[src/rtl/blk_admit_pkg.sv]
// Package: shared types for the admission controller.
// Assumes: nothing beyond IEEE 1800-2017.
package blk_admit_pkg;

    // Outcome of one cycle's admission decision
    typedef enum logic [1:0] {
        VERDICT_IDLE   = 2'd0,
        VERDICT_GRANT  = 2'd1,
        VERDICT_REFUSE = 2'd2
    } verdict_e;

endpackage

[src/rtl/bac_free_pick.sv]
// Module: lowest-index free slot finder.
// Takes an occupancy mask and returns the smallest index whose bit is clear,
// plus a flag that says whether any slot is free.
// Assumes: N >= 1 and SW wide enough to hold N-1.
module bac_free_pick #(
    parameter int N  = 8,
    parameter int SW = 3
) (
    input  logic [N-1:0]  occ,
    output logic [SW-1:0] idx,
    output logic          any_free
);
    // Scan from the top down so the lowest free index is the one that remains
    always_comb begin
        idx = '0;
        for (int i = N - 1; i >= 0; i--) begin
            if (!occ[i]) idx = SW'(i);
        end
    end

    // At least one slot is clear
    assign any_free = ~&occ;
endmodule

[src/rtl/bac_budget_check.sv]
// Module: combinational admission test.
// Works out a request's register cost and tests its thread count against the
// allowed range. It also tests the slot count, thread budget and register pool
// against usage that already includes any same-cycle release.
// Assumes: the credited inputs never exceed their limits.
module bac_budget_check #(
    parameter int SLOTS           = 8,
    parameter int MAX_THREADS     = 768,
    parameter int REG_POOL        = 8192,
    parameter int MAX_BLK_THREADS = 512,
    parameter int TW              = 10,
    parameter int BTW             = 10,
    parameter int RPTW            = 8,
    parameter int RW              = 14,
    parameter int SCW             = 4
) (
    input  logic [SCW-1:0]      cred_slots,
    input  logic [TW-1:0]       cred_thr,
    input  logic [RW-1:0]       cred_reg,
    input  logic [BTW-1:0]      req_thr,
    input  logic [RPTW-1:0]     req_rpt,
    output logic [BTW+RPTW-1:0] cost,
    output logic                fits
);
    localparam int CW   = BTW + RPTW;
    localparam int TSW  = ((TW > BTW) ? TW : BTW) + 1;
    localparam int RSW  = ((CW > RW) ? CW : RW) + 1;

    logic [TSW-1:0] thr_sum;
    logic [RSW-1:0] reg_sum;
    logic           size_ok, slot_ok, thr_ok, reg_ok;

    // Register charge is threads times registers per thread
    always_comb cost = CW'(req_thr) * CW'(req_rpt);

    // Budget sums after this request would be admitted
    always_comb begin
        thr_sum = TSW'(cred_thr) + TSW'(req_thr);
        reg_sum = RSW'(cred_reg) + RSW'(cost);
    end

    // Each limit tested on its own, then combined
    always_comb begin
        size_ok = (req_thr != '0) && (TSW'(req_thr) <= TSW'(MAX_BLK_THREADS));
        slot_ok = (cred_slots < SCW'(SLOTS));
        thr_ok  = (thr_sum <= TSW'(MAX_THREADS));
        reg_ok  = (reg_sum <= RSW'(REG_POOL));
        fits    = size_ok && slot_ok && thr_ok && reg_ok;
    end
endmodule

[src/rtl/bac_slot_table.sv]
// Module: per-slot record of resident groups.
// Each slot holds an occupied bit, the thread count and the register cost that
// were charged. If a slot is released and reallocated in the same cycle, the
// allocation wins. A release reads the charged amounts back combinationally.
// Assumes: SLOTS is a power of two, so every index value names a real slot.
module bac_slot_table #(
    parameter int SLOTS = 8,
    parameter int SW    = 3,
    parameter int BTW   = 10,
    parameter int RW    = 14
) (
    input  logic             clk,
    input  logic             rst_n,
    input  logic             alloc_en,
    input  logic [SW-1:0]    alloc_idx,
    input  logic [BTW-1:0]   alloc_thr,
    input  logic [RW-1:0]    alloc_cost,
    input  logic             free_en,
    input  logic [SW-1:0]    free_idx,
    output logic [SLOTS-1:0] occ,
    output logic [BTW-1:0]   free_thr,
    output logic [RW-1:0]    free_cost
);
    logic [BTW-1:0] thr_q  [SLOTS];
    logic [RW-1:0]  cost_q [SLOTS];

    for (genvar g = 0; g < SLOTS; g++) begin : g_slot
        // Hold the occupancy and charge of one slot
        always_ff @(posedge clk) begin
            if (!rst_n) begin
                occ[g]    <= 1'b0;
                thr_q[g]  <= '0;
                cost_q[g] <= '0;
            end else if (alloc_en && alloc_idx == SW'(g)) begin
                occ[g]    <= 1'b1;
                thr_q[g]  <= alloc_thr;
                cost_q[g] <= alloc_cost;
            end else if (free_en && free_idx == SW'(g)) begin
                occ[g]    <= 1'b0;
            end
        end
    end

    // Charged amounts of the slot being released
    assign free_thr  = thr_q[free_idx];
    assign free_cost = cost_q[free_idx];

    // the picker only hands out a slot that is free after this cycle's release
    a_r2_alloc_free_slot: assert property (@(posedge clk) disable iff (!rst_n)
        (alloc_en && !(free_en && free_idx == alloc_idx)) |-> !occ[alloc_idx]);
endmodule

[src/rtl/blk_admit_ctrl.sv]
// Module: thread-block admission controller (top).
// Admits a group of threads to one multiprocessor only if a slot, the thread
// budget and the register pool all fit, and keeps the running totals. A
// same-cycle release is credited before the request is tested. A release of an
// empty slot is dropped and flagged. All outputs are registered, so the
// results appear one cycle after the inputs.
// Assumes: SLOTS is a power of two.
module blk_admit_ctrl #(
    parameter int SLOTS           = 8,
    parameter int MAX_THREADS     = 768,
    parameter int REG_POOL        = 8192,
    parameter int MAX_BLK_THREADS = 512,
    parameter int RPTW            = 8,
    parameter int TW              = $clog2(MAX_THREADS + 1),
    parameter int BTW             = $clog2(MAX_BLK_THREADS + 1),
    parameter int RW              = $clog2(REG_POOL + 1),
    parameter int SW              = $clog2(SLOTS),
    parameter int SCW             = $clog2(SLOTS + 1)
) (
    input  logic            clk,
    input  logic            rst_n,
    input  logic            req_valid,
    input  logic [BTW-1:0]  req_threads,
    input  logic [RPTW-1:0] req_regs,
    input  logic            rel_valid,
    input  logic [SW-1:0]   rel_slot,
    output logic            grant,
    output logic            refuse,
    output logic [SW-1:0]   grant_slot,
    output logic [SCW-1:0]  used_slots,
    output logic [TW-1:0]   used_threads,
    output logic [RW-1:0]   used_regs,
    output logic            rel_err
);
    import blk_admit_pkg::*;

    localparam int CW = BTW + RPTW;

    logic [SLOTS-1:0] occ, occ_avail;
    logic [BTW-1:0]   rel_thr;
    logic [RW-1:0]    rel_cost;
    logic             rel_hit;
    logic [SCW-1:0]   cred_slots;
    logic [TW-1:0]    cred_thr;
    logic [RW-1:0]    cred_reg;
    logic [SW-1:0]    pick_idx;
    logic             pick_any;
    logic [CW-1:0]    cost;
    logic             fits;
    verdict_e         verdict;

    // Release is honoured only for an occupied slot
    assign rel_hit = rel_valid && occ[rel_slot];

    // Usage after crediting this cycle's release
    always_comb begin
        cred_thr   = used_threads - (rel_hit ? TW'(rel_thr) : '0);
        cred_reg   = used_regs - (rel_hit ? rel_cost : '0);
        cred_slots = used_slots - SCW'(rel_hit);
        occ_avail  = occ & ~(rel_hit ? (SLOTS'(1) << rel_slot) : '0);
    end

    bac_free_pick #(.N(SLOTS), .SW(SW)) u_pick (
        .occ      (occ_avail),
        .idx      (pick_idx),
        .any_free (pick_any)
    );

    bac_budget_check #(
        .SLOTS(SLOTS), .MAX_THREADS(MAX_THREADS), .REG_POOL(REG_POOL),
        .MAX_BLK_THREADS(MAX_BLK_THREADS), .TW(TW), .BTW(BTW),
        .RPTW(RPTW), .RW(RW), .SCW(SCW)
    ) u_budget (
        .cred_slots (cred_slots),
        .cred_thr   (cred_thr),
        .cred_reg   (cred_reg),
        .req_thr    (req_threads),
        .req_rpt    (req_regs),
        .cost       (cost),
        .fits       (fits)
    );

    // Decide this cycle's outcome
    always_comb begin
        if (!req_valid)             verdict = VERDICT_IDLE;
        else if (fits && pick_any)  verdict = VERDICT_GRANT;
        else                        verdict = VERDICT_REFUSE;
    end

    bac_slot_table #(.SLOTS(SLOTS), .SW(SW), .BTW(BTW), .RW(RW)) u_table (
        .clk        (clk),
        .rst_n      (rst_n),
        .alloc_en   (verdict == VERDICT_GRANT),
        .alloc_idx  (pick_idx),
        .alloc_thr  (req_threads),
        .alloc_cost (RW'(cost)),
        .free_en    (rel_hit),
        .free_idx   (rel_slot),
        .occ        (occ),
        .free_thr   (rel_thr),
        .free_cost  (rel_cost)
    );

    // Commit counters and register the decision flags
    always_ff @(posedge clk) begin
        if (!rst_n) begin
            used_slots   <= '0;
            used_threads <= '0;
            used_regs    <= '0;
            grant        <= 1'b0;
            refuse       <= 1'b0;
            grant_slot   <= '0;
            rel_err      <= 1'b0;
        end else begin
            grant   <= (verdict == VERDICT_GRANT);
            refuse  <= (verdict == VERDICT_REFUSE);
            rel_err <= rel_valid && !occ[rel_slot];
            if (verdict == VERDICT_GRANT) begin
                used_slots   <= cred_slots + SCW'(1);
                used_threads <= cred_thr + TW'(req_threads);
                used_regs    <= cred_reg + RW'(cost);
                grant_slot   <= pick_idx;
            end else begin
                used_slots   <= cred_slots;
                used_threads <= cred_thr;
                used_regs    <= cred_reg;
            end
        end
    end

    // resident threads never exceed the budget
    a_r3_thread_cap: assert property (@(posedge clk) disable iff (!rst_n)
        used_threads <= TW'(MAX_THREADS));

    // reserved registers never exceed the pool
    a_r4_reg_cap: assert property (@(posedge clk) disable iff (!rst_n)
        used_regs <= RW'(REG_POOL));

    // occupied slots never exceed the slot count
    a_r5_slot_cap: assert property (@(posedge clk) disable iff (!rst_n)
        used_slots <= SCW'(SLOTS));

    // a refusal with no release alongside leaves all counters as they were
    a_r7_refuse_stable: assert property (@(posedge clk) disable iff (!rst_n)
        (refuse && $past(!rel_valid)) |->
        ($stable(used_slots) && $stable(used_threads) && $stable(used_regs)));

    // a release error only follows a release and changes no slot count alone
    a_r10_err_after_release: assert property (@(posedge clk) disable iff (!rst_n)
        rel_err |-> $past(rel_valid));
    a_r10_err_no_credit: assert property (@(posedge clk) disable iff (!rst_n)
        (rel_err && !grant) |-> $stable(used_slots));

    // exactly one outcome, and only after a request
    a_r11_one_outcome: assert property (@(posedge clk) disable iff (!rst_n)
        !(grant && refuse));
    a_r11_needs_request: assert property (@(posedge clk) disable iff (!rst_n)
        (grant || refuse) |-> $past(req_valid));
endmodule

[config.mk]
export PLATFORM = sky130hd
export DESIGN_NAME = blk_admit_ctrl
export DESIGN_NICKNAME = d
export VERILOG_FILES = /design/src/rtl/blk_admit_pkg.sv /design/src/rtl/bac_free_pick.sv /design/src/rtl/bac_budget_check.sv /design/src/rtl/bac_slot_table.sv /design/src/rtl/blk_admit_ctrl.sv
export SDC_FILE = /design/constraint.sdc
export NUM_CORES = 1
export LEC_CHECK = 0
export ABC_AREA = 1
export BUFFER_PORTS_ARGS = -buffer_cell sky130_fd_sc_hd__buf_2
export CAP_MARGIN = 20
export CORE_ASPECT_RATIO = 0.75
export CORE_MARGIN = 1
export CORE_UTILIZATION = 40
export DETAILED_ROUTE_END_ITERATION = 6
export SLEW_MARGIN = 20
export SYNTH_ARGS = -nofsm -noshare
export SYNTH_HDL_FRONTEND = slang
export SYNTH_SLANG_ARGS = --single-unit
[constraint.sdc]
create_clock -name clk -period 7.85 [get_ports clk]
set_input_delay 0.3925 -clock clk [delete_from_list [all_inputs] [get_ports clk]]
set_output_delay 0.3925 -clock clk [all_outputs]
set_load 0.1 [all_outputs]
==> metrics.csv, run 1 <==
stage;metric;value;unit
sta;Final Cycle Share;87.5;%
cells_and_area;layout cells sized above 1;11.4;%
critical_path;WP depth;30;
synthesis;Synth area leader;edfxtp_1;
synthesis;unique cell type count in the Yosys netlist;45;
power;peak supply drop;0.374;mV
placed_design;GP Congestion;0.870;
drt;DR vias/cell;5.22;
critical_path;arrival time worst endpoint;7040;ps
drt;DRC;0;
synthesis;Synth area leaders;edfxtp_1 (38%), nand2_1 (8.7%), ha_1 (7.1%), fa_1 (6.8%), nor2_1 (6.6%);
sta;Slew @ Worst Pin;771;ps
synthesis;Synth Net Count;1959;
synthesis;Post-Syn Instances;1795;
clock_network;post-CTS setup buffers;0;
power;Tot Pwr;7.58;mW
run_status;status;finished, final reports clean;
synthesis;Synth async-reset ratio;0;%
sta;minimum clock period after layout;6870;ps
critical_path;CP max stage delay;580;ps
sta;Setup TNS Final;0;ps
floorplanning;initial core utilization;41.0;%
clock_network;Worst-path clk slew;70;ps
floorplanning;core area;37500;um2
cells_and_area;Final #Nets;2012;
placed_design;DP HPWL;32.0;mm
clock_network;Longest Clk Path Bufs;3;
synthesis;post-synth top area share;37.5;%
synthesis;flops & latches, synth;234;
critical_path;startpoint types;input port;
run;Max Cap Violations;0;
cells_and_area;ANT cells;0;
synthesis;Avg Cell Area, Syn;8.56;um2
clock_network;Sink Count;234;
drt;Starting DRT DRC Count;1288;
sta;Max Clk Rate;146;MHz
sta;RSZ-0062 raised after global routing;no;
grt;total track usage;22.9;%
power;cell area power density;447;nW/um2
clock_network;CTS tree;built;
clock_network;CTS H-tree depth;1;
placed_design;Port-buffer cells;58;
critical_path;delay-heaviest family, CP;adder cells;
sta;final hold slack;175;ps
critical_path;Slowest cell on crit path;fa_1;
synthesis;Primary FF master, synth;edfxtp_1;
floorplanning;die width;228;um
clock_network;CTS Buf Count;22;
floorplanning;io pins;59;
synthesis;most frequent cells after synthesis;nand2_1 (357), nor2_1 (272), inv_1 (249), edfxtp_1 (192), o22ai_1 (96);
sta;Setup-failing EPs final;0;
critical_path;required time worst endpoint;8020;ps
synthesis;Cell Area, Synth;15400;um2
critical_path;buffers plus inverters on the worst setup path;7;
sta;Max transition margin;48.2;%
critical_path;critical path type;in2reg;
critical_path;FF-to-FF path depth;33;
sta;max-slew violation count;0;
drt;antenna viol nets, final;0;
drt;Pre-antenna DRT Iters;7;
clock_network;Post-CTS Resized;0;
critical_path;CP Max Fanout;24;
floorplanning;die area;39200;um2
grt;grt ovf;0;
sta;final worst slack;981;ps
drt;WL/cell;18.6;um
cells_and_area;Filler cells;3632;
synthesis;register area share after synthesis;43.0;%
cells_and_area;Final Core Density;45.2;%
placed_design;pre-CTS WS;469;ps
grt;largest net degree at the start of global routing;48;
floorplanning;num rows;61;
floorplanning;Die Span Y;172;um
worst_hold_path;hold path depth;3;
synthesis;Ys Warns;0;
grt;antenna violations before repair;1;
clock_network;post-cts hold buffer count;0;
worst_hold_path;worst hold path class;in2reg;
synthesis;most common cell in the synthesized netlist;nand2_1;
sta;Hold Vio Cnt, Final;0;
synthesis;number of synthesized flops with an enable pin;192;
clock_network;Skew-Pair Late Insertion Delay;530;ps
cells_and_area;area grow syn2layout;10.4;%
grt;number of global-route vias before repair;11700;
critical_path;crit end category;flip-flop;
clock_network;Root Buffer;clkbuf_16;
power;Leak Pwr;7.93;nW
drt;vias;12400;
grt;first-pass GRT wire length;68.8;mm
drt;Routed WL;44.2;mm
sta;Setup Skew;15.5;ps
[logic make-up after synthesis]
| family | after synthesis | share of synthesized area (%) |
|---|---|---|
| DFF | 234 | 43.0 |
| buffers and inverters | 348 | 9.48 |
| xor gates and xnor gates | 39 | 2.22 |
| adders and majority gates | 139 | 13.9 |
| and+or+nand+nor | 795 | 22.4 |
| AOI/OAI and AO/OA | 240 | 9.02 |
[state kept, by name, indices dropped and copies added (netlist names)]
| name | count |
|---|---|
| grant | 1 |
| grant_slot | 3 |
| refuse | 1 |
| rel_err | 1 |
| u_table.cost_q | 112 |
| u_table.occ | 8 |
| u_table.thr_q | 80 |
| used_regs | 14 |
| used_slots | 4 |
| used_threads | 10 |
[where the power goes]
group | internal, mW | switching, mW
combinational | 1.52 | 3.42
sequential | 1.47 | 0.0771
clock | 0.603 | 0.488
[tightest hold or removal path, stage by stage]
cell and delay (ps):
buf_2 160, nand2_1 70, nor2_1 40
[placed cells by master (no fill, tap or decap), types with 5 or more instances in the layout]
cell type,instances
a21oi_1,48
buf_2,58
buf_4,46
clkbuf_16,23
clkinv_1,12
clkinv_2,6
dfxtp_1,42
edfxtp_1,192
fa_1,52
ha_1,87
inv_1,249
inv_2,15
nand2_1,355
nand2_2,10
nand3_1,73
nand3b_1,5
nand4_1,23
nand4_4,7
nor2_1,272
nor2_2,16
nor3_1,20
o21a_1,5
o21ai_0,67
o21ai_2,8
o22ai_1,96
xnor2_1,21
xor2_1,18
[routing by layer]
layer / global-route usage [%] / wire length [um]
met5: 0 / 0
met4: 4.26 / 634
met3: 4.99 / 4240
met2: 32.3 / 17600
met1: 35.4 / 21700
[path summary, 6_finish.rpt]
check                           slack [ps]                                end                   startpoint
worst max-delay path                   980  u_table.thr_q[7][6]$_SDFFCE_PN0P_               req_threads[1]
worst min-delay path                   180                 rel_err$_SDFF_PN0_                    rel_valid
worst max register to register        1250  u_table.thr_q[7][6]$_SDFFCE_PN0P_  u_table.occ[0]$_SDFFE_PN0P_
worst min register to register         470         grant_slot[2]$_SDFFE_PN0N_   grant_slot[2]$_SDFFE_PN0N_
[metrics by stage]
| step | std cells | cell area, um2 |
|---|---|---|
| after CTS | 2368 | 16900 |
| after detailed placement | 2328 | 16200 |
| after global placement | 2328 | 16200 |
| after floorplan | 1795 | 15400 |
| after global routing | 2368 | 16900 |
| final | 2368 | 16900 |
[final cells by class]
type                       instances  area (um2)  area share, %
clock buffer                      24         579           3.42
clock inverter                    16         141          0.834
inverter                         273        1020           6.05
multi-input combinational       1213        7330           43.2
sequential                       234        6610           39.0
tap                              504         631           3.72
timing repair buffer             104         636           3.75
No activity file was read; power rests on OpenSTA's default activity.
==> run 2: changes to the inputs <==
--- a/config.mk
+++ b/config.mk
@@ -10,8 +10,9 @@
 export CAP_MARGIN = 20
 export CORE_ASPECT_RATIO = 0.75
 export CORE_MARGIN = 1
-export CORE_UTILIZATION = 40
+export CORE_UTILIZATION = 50
 export DETAILED_ROUTE_END_ITERATION = 6
+export PLACE_DENSITY = 0.69
 export SLEW_MARGIN = 20
 export SYNTH_ARGS = -nofsm -noshare
 export SYNTH_HDL_FRONTEND = slang
==> metrics.csv, run 2 (same netlist as run 1, synthesis figures left out) <==
stage;metric;value;unit;change
run_status;status;finished, final reports clean;;
cells_and_area;design area;16700;um2;-1.7%
floorplanning;die width;204;um;-10%
placed_design;GP Congestion;0.903;;+3.7%
sta;Hold Vio Cnt, Final;0;;unchanged
drt;antenna viol nets, final;0;;unchanged
grt;first-pass GRT wire length;63.8;mm;-7.4%
power;Tot Pwr;7.47;mW;-1.5%
critical_path;arrival time worst endpoint;7230;ps;+190 ps
worst_hold_path;Worst Hold End;refuse$_SDFF_PN0_;;
clock_network;Sink Count;234;;unchanged
clock_network;Worst-path clk slew;60;ps;about the same
drt;met2 WL;17.2;mm;-2.1%
power;Leak Pwr;7.85;nW;-1.1%
worst_hold_path;HP Start;req_valid;;
critical_path;crit end category;flip-flop;;
sta;Max transition margin;52.7;%;+4.5 points
power;cell area power density;448;nW/um2;+0.25%
cells_and_area;Most flops, register;u_table.cost_q;;
sta;Slew @ Worst Pin;709;ps;-62.0 ps
floorplanning;core area;30200;um2;-19%
placed_design;Port-buffer cells;58;;unchanged
clock_network;Post-CTS Resized;0;;unchanged
drt;WL/cell;17.9;um;-3.8%
cells_and_area;Final #Nets;2000;;-0.60%
clock_network;CTS tree;built;;
grt;largest net degree at the start of global routing;48;;unchanged
power;switching part of the total power;53.1;%;+0.56 points
critical_path;RR Endpoint;u_table.cost_q[5][6]$_SDFFCE_PN0P_;;
power;Logic pwr share;66.5;%;+1.4 points
drt;Top Metal Used;met4;;
clock_network;CTS H-tree depth;1;;unchanged
floorplanning;Die Span Y;154;um;-10%
power;internal power;3.50;mW;-2.7%
grt;number of global-route vias before repair;11600;;-1.0%
critical_path;Reg2Reg Setup Slack;1230;ps;-20 ps
drt;Pre-antenna DRT Iters;6;;-1
power;Seq pwr share;20.7;%;+0.2 points
cells_and_area;most frequent cells in the layout;nand2_1 (355), nor2_1 (272), inv_1 (249);;
critical_path;CP max stage delay;610;ps;+30 ps
sta;RSZ-0062 raised after global routing;no;;
placed_design;DP Area;16000;um2;-1.2%
placed_design;pre-CTS WS;517;ps;+47.7 ps
sta;Setup Skew;17.9;ps;+2.38 ps
cells_and_area;commonest non-fill, non-tap cell in the layout;nand2_1;;
critical_path;startpoint types;input port;;
clock_network;Skew-Pair Late Insertion Delay;510;ps;-20 ps
placed_design;placed cell count;2212;;-5.0%
power;Clk pwr share;12.8;%;-1.6 points
clock_network;post-CTS setup buffers;0;;unchanged
drt;M1 wire length;19.4;mm;-11%
sta;max-slew violation count;0;;unchanged
sta;Max Clk Rate;145;MHz;-0.48%
power;sw power;3.97;mW;-0.46%
drt;DR vias/cell;5.50;;+5.3%
cells_and_area;area grow syn2layout;8.42;%;
placed_design;DP HPWL;30.5;mm;-4.7%
floorplanning;io pins;59;;unchanged
run;Max Cap Violations;0;;unchanged
floorplanning;initial core utilization;50.8;%;+9.9 points
grt;total track usage;26.0;%;+3.1 points
drt;Routed WL;40.3;mm;-8.6%
drt;DRC;0;;unchanged
critical_path;FF-to-FF path depth;30;;-9.1%
power;peak supply drop;0.394;mV;+5.3%
sta;Final Cycle Share;87.9;%;+0.43 points
clock_network;Root Buffer;clkbuf_16;;
sta;minimum clock period after layout;6900;ps;+33.4 ps
clock_network;post-cts hold buffer count;0;;unchanged
grt;grt ovf;0;;unchanged
clock_network;Longest Clk Path Bufs;3;;unchanged
critical_path;critical path type;in2reg;;
critical_path;CP Max Fanout;25;;+4.2%
critical_path;CP most frequent cell;fa_1;;
worst_hold_path;worst hold path class;in2reg;;
drt;vias;12400;;+0.049%
critical_path;origin of the critical flop-to-flop path;u_table.occ[5]$_SDFFE_PN0P_;;
clock_network;CTS Buf Count;21;;-4.5%
sta;Setup TNS Final;0;ps;unchanged
cells_and_area;max FFs per register;112;;unchanged
cells_and_area;ANT cells;0;;unchanged
floorplanning;die area;31400;um2;-20%
sta;final worst slack;948;ps;-33.4 ps
cells_and_area;Final Instance Count excl. Fillers;2249;;-5.0%
floorplanning;num rows;55;;-9.8%
drt;Starting DRT DRC Count;1124;;-13%
critical_path;required time worst endpoint;8180;ps;+160 ps
critical_path;Slowest cell on crit path;fa_1;;
drt;met3 WL;3.00;mm;-29%
sta;Setup-failing EPs final;0;;unchanged
worst_hold_path;hold path depth;3;;unchanged
cells_and_area;biggest regs;u_table.cost_q: 112 flops, u_table.thr_q: 80 flops, used_regs: 14 flops;;
grt;antenna violations before repair;0;;-1
cells_and_area;layout cells sized above 1;10.6;%;-0.78 points
==> run 2: worst max path at each step <==
stage | cells past startpoint | slack, ps | start | end
floorplan | 30 | -550 | req_regs[7] | u_table.cost_q[4][0]$_SDFFCE_PN0P_
global placement | 28 | 670 | req_threads[3] | u_table.thr_q[4][6]$_SDFFCE_PN0P_
detailed placement | 28 | 520 | req_threads[3] | u_table.cost_q[4][2]$_SDFFCE_PN0P_
CTS | 28 | 1010 | req_threads[3] | u_table.cost_q[4][2]$_SDFFCE_PN0P_
global route | 30 | 460 | req_threads[1] | u_table.cost_q[4][2]$_SDFFCE_PN0P_
finish | 28 | 950 | req_threads[3] | u_table.cost_q[5][6]$_SDFFCE_PN0P_
==> run 2: through the flow <==
stage	hold slack, ps	utilization (%)
3_3_place_gp	433	53.1
5_1_grt	219	55.1
2_1_floorplan	523	-
6_report	190	55.1
4_1_cts	176	55.1
3_5_place_dp	440	53.1
==> run 2: cell type report <==
type                    instances  area (um2)
clock inverters                11        58.8
well taps                     399         499
repair buffers                 93         578
fillers                      2720       13600
inverters                     273        1020
flip-flops and latches        234        6610
clock buffers                  26         554
multi-input cells            1213        7330
==> run 2: power by group through the flow <==
stage | Sequential [mW] | Combinational, mW | Clock [mW]
after global routing | 1.56 | 5.56 | 1.02
after global placement | 1.57 | 4.85 | 0
after CTS | 1.55 | 4.92 | 0.968
after floorplan | 1.96 | 3.24 | 0
final | 1.55 | 4.96 | 0.959
after detailed placement | 1.57 | 4.89 | 0
==> run 2: worst max-delay path, delay by kind of cell <==
| kind | cells | cell delay, ps |
|---|---|---|
| fa+ha+maj | 6 | 2950 |
| simple gates | 10 | 1850 |
| buf+inv | 6 | 980 |
| compound gates | 4 | 700 |
| xor+xnor | 2 | 370 |
==> run 2: metal layers <==
metal,GRT usage [%],vias up
met1,40.2,5890
met4,5.15,0
met5,0,-
met2,38.1,443
li1,-,5971
met3,4.26,55
==> run 3: changes to the inputs <==
--- a/config.mk
+++ b/config.mk
@@ -10,9 +10,8 @@
 export CAP_MARGIN = 20
 export CORE_ASPECT_RATIO = 0.75
 export CORE_MARGIN = 1
-export CORE_UTILIZATION = 50
+export CORE_UTILIZATION = 30
 export DETAILED_ROUTE_END_ITERATION = 6
-export PLACE_DENSITY = 0.69
 export SLEW_MARGIN = 20
 export SYNTH_ARGS = -nofsm -noshare
 export SYNTH_HDL_FRONTEND = slang
==> metrics.csv, run 3 (same netlist as run 1, synthesis figures left out) <==
stage;metric;value;unit;change
run_status;status;finished, final reports clean;;
clock_network;Sink Count;234;;unchanged
drt;DRC;0;;unchanged
cells_and_area;Most flops, register;u_table.cost_q;;
floorplanning;initial core utilization;30.5;%;-20 points
critical_path;Slowest cell on crit path;nand4_2;;
clock_network;Longest Clk Path Bufs;3;;unchanged
cells_and_area;multi-input logic area;7330;um2;unchanged
critical_path;CP max stage delay;630;ps;+20 ps
sta;Hold Vio Cnt, Final;0;;unchanged
cells_and_area;layout cells sized above 1;10.6;%;about the same
critical_path;critical path type;in2reg;;
floorplanning;num rows;71;;+29%
critical_path;arrival time worst endpoint;7200;ps;-30 ps
sta;RSZ-0062 raised after global routing;no;;
cells_and_area;Register Area;6610;um2;unchanged
drt;antenna viol nets, final;0;;unchanged
cells_and_area;commonest non-fill, non-tap cell in the layout;nand2_1;;
clock_network;Skew-Pair Late Insertion Delay;530;ps;+20 ps
grt;antenna violations before repair;1;;+1
grt;number of global-route vias before repair;12000;;+3.4%
clock_network;CTS Buf Count;21;;unchanged
drt;vias;12300;;-0.11%
placed_design;Port-buffer cells;58;;unchanged
placed_design;DP Area;16400;um2;+2.0%
power;cell area power density;450;nW/um2;+0.27%
clock_network;Worst-path clk slew;70;ps;about the same
drt;Routed WL;44.0;mm;+9.1%
sta;Setup-failing EPs final;0;;unchanged
grt;grt ovf;0;;unchanged
placed_design;placed cell count;2472;;+12%
critical_path;startpoint types;input port;;
critical_path;crit end category;flip-flop;;
critical_path;Reg2Reg Setup Slack;1220;ps;about the same
power;Leak Pwr;7.87;nW;+0.26%
clock_network;post-cts hold buffer count;0;;unchanged
sta;Max Clk Rate;146;MHz;+0.54%
clock_network;post-CTS setup buffers;0;;unchanged
critical_path;required time worst endpoint;8180;ps;about the same
sta;Setup Skew;34.3;ps;+16.5 ps
sta;max-slew violation count;0;;unchanged
cells_and_area;Final #Nets;2002;;+0.10%
sta;minimum clock period after layout;6860;ps;-37.3 ps
floorplanning;Die Span Y;198;um;+29%
floorplanning;die area;52100;um2;+66%
cells_and_area;ANT cells;0;;unchanged
sta;Final Cycle Share;87.5;%;-0.47 points
floorplanning;core area;50400;um2;+67%
sta;final worst slack;985;ps;+37.3 ps
clock_network;Post-CTS Resized;0;;unchanged
placed_design;GP Congestion;0.877;;-2.8%
floorplanning;die width;263;um;+29%
grt;first-pass GRT wire length;68.8;mm;+7.8%
cells_and_area;biggest regs;u_table.cost_q: 112 flops, u_table.thr_q: 80 flops, used_regs: 14 flops;;
drt;DR vias/cell;4.92;;-10%
cells_and_area;max FFs per register;112;;unchanged
clock_network;CTS tree;built;;
cells_and_area;design area;17000;um2;+2.3%
drt;Starting DRT DRC Count;1086;;-3.4%
drt;Pre-antenna DRT Iters;5;;-1
drt;WL/cell;17.5;um;-2.2%
clock_network;Root Buffer;clkbuf_16;;
cells_and_area;Final Instance Count excl. Fillers;2508;;+12%
placed_design;DP HPWL;33.5;mm;+9.8%
floorplanning;io pins;59;;unchanged
sta;final hold slack;165;ps;-24.3 ps
run;Max Cap Violations;0;;unchanged
critical_path;CP Max Fanout;25;;unchanged
grt;largest net degree at the start of global routing;48;;unchanged
placed_design;pre-CTS WS;569;ps;+51.7 ps
sta;Slew @ Worst Pin;858;ps;+150 ps
clock_network;CTS H-tree depth;1;;unchanged
sta;Max transition margin;42.6;%;-10 points
cells_and_area;most frequent cells in the layout;nand2_1 (355), nor2_1 (272), inv_1 (249);;
grt;total track usage;17.0;%;-9.0 points
power;peak supply drop;0.355;mV;-10%
critical_path;CP most frequent cell;inv_1;;
cells_and_area;area grow syn2layout;10.9;%;
cells_and_area;Filler cells;5155;;+90%
worst_hold_path;worst hold path class;in2reg;;
-- run 3: cell count changes in the layout (fill, tap and decap cells not counted) --
cell	change
clkinv_2	-5
buf_4	+4
bufinv_16	+3
buf_12	-2
clkbuf_1	+1
clkbuf_8	-1
clkinv_4	+1
-- run 3: routing by layer --
layer | vias to the layer above | share of wire [%] | global-route usage (%)
met1 | 5885 | 50 | 25.9
met5 | - | 0 | 0
li1 | 5959 | - | -
met4 | 0 | 1.5 | 2.84
met3 | 45 | 8.4 | 3.18
met2 | 457 | 40 | 24.8
-- run 3: where the power goes --
part	switching (mW)	internal, mW
sequential	0.0785	1.47
clock	0.471	0.594
combinational	3.52	1.52
-- run 3: final timing paths --
kind,from,end,cells past startpoint
setup / recovery,req_threads[0],u_table.cost_q[1][8]$_SDFFCE_PN0P_,29
hold / removal,req_valid,refuse$_SDFF_PN0_,3
setup reg to reg,u_table.occ[1]$_SDFFE_PN0P_,u_table.cost_q[1][8]$_SDFFCE_PN0P_,32
hold reg to reg,grant_slot[2]$_SDFFE_PN0N_,grant_slot[2]$_SDFFE_PN0N_,2
-- run 3: critical path: cells and delay by family --
family          cells  cell delay [ps]
compound gates      4              750
buf+inv             6              520
fa+ha+maj           6             2840
xor+xnor            2              460
simple gates       11             2200
-- run 3: final cells by class --
cell class	count	area share [%]
repair buffers	95	3.34
multi-input cells	1213	43.0
clock buffers	26	3.20
inverters	273	6.02
clock inverters	10	0.779
flip-flops and latches	234	38.8
well taps	657	4.83
-- run 3: per-stage QoR --
step           setup TNS [ps]  power, mW  util [%]
6_report                    0       7.66      33.8
5_1_grt                     0       8.29      33.8
4_1_cts                     0       7.57      33.8
3_5_place_dp                0       6.49      32.5
3_3_place_gp                0       6.43      32.5
2_1_floorplan          -53170       5.20         -
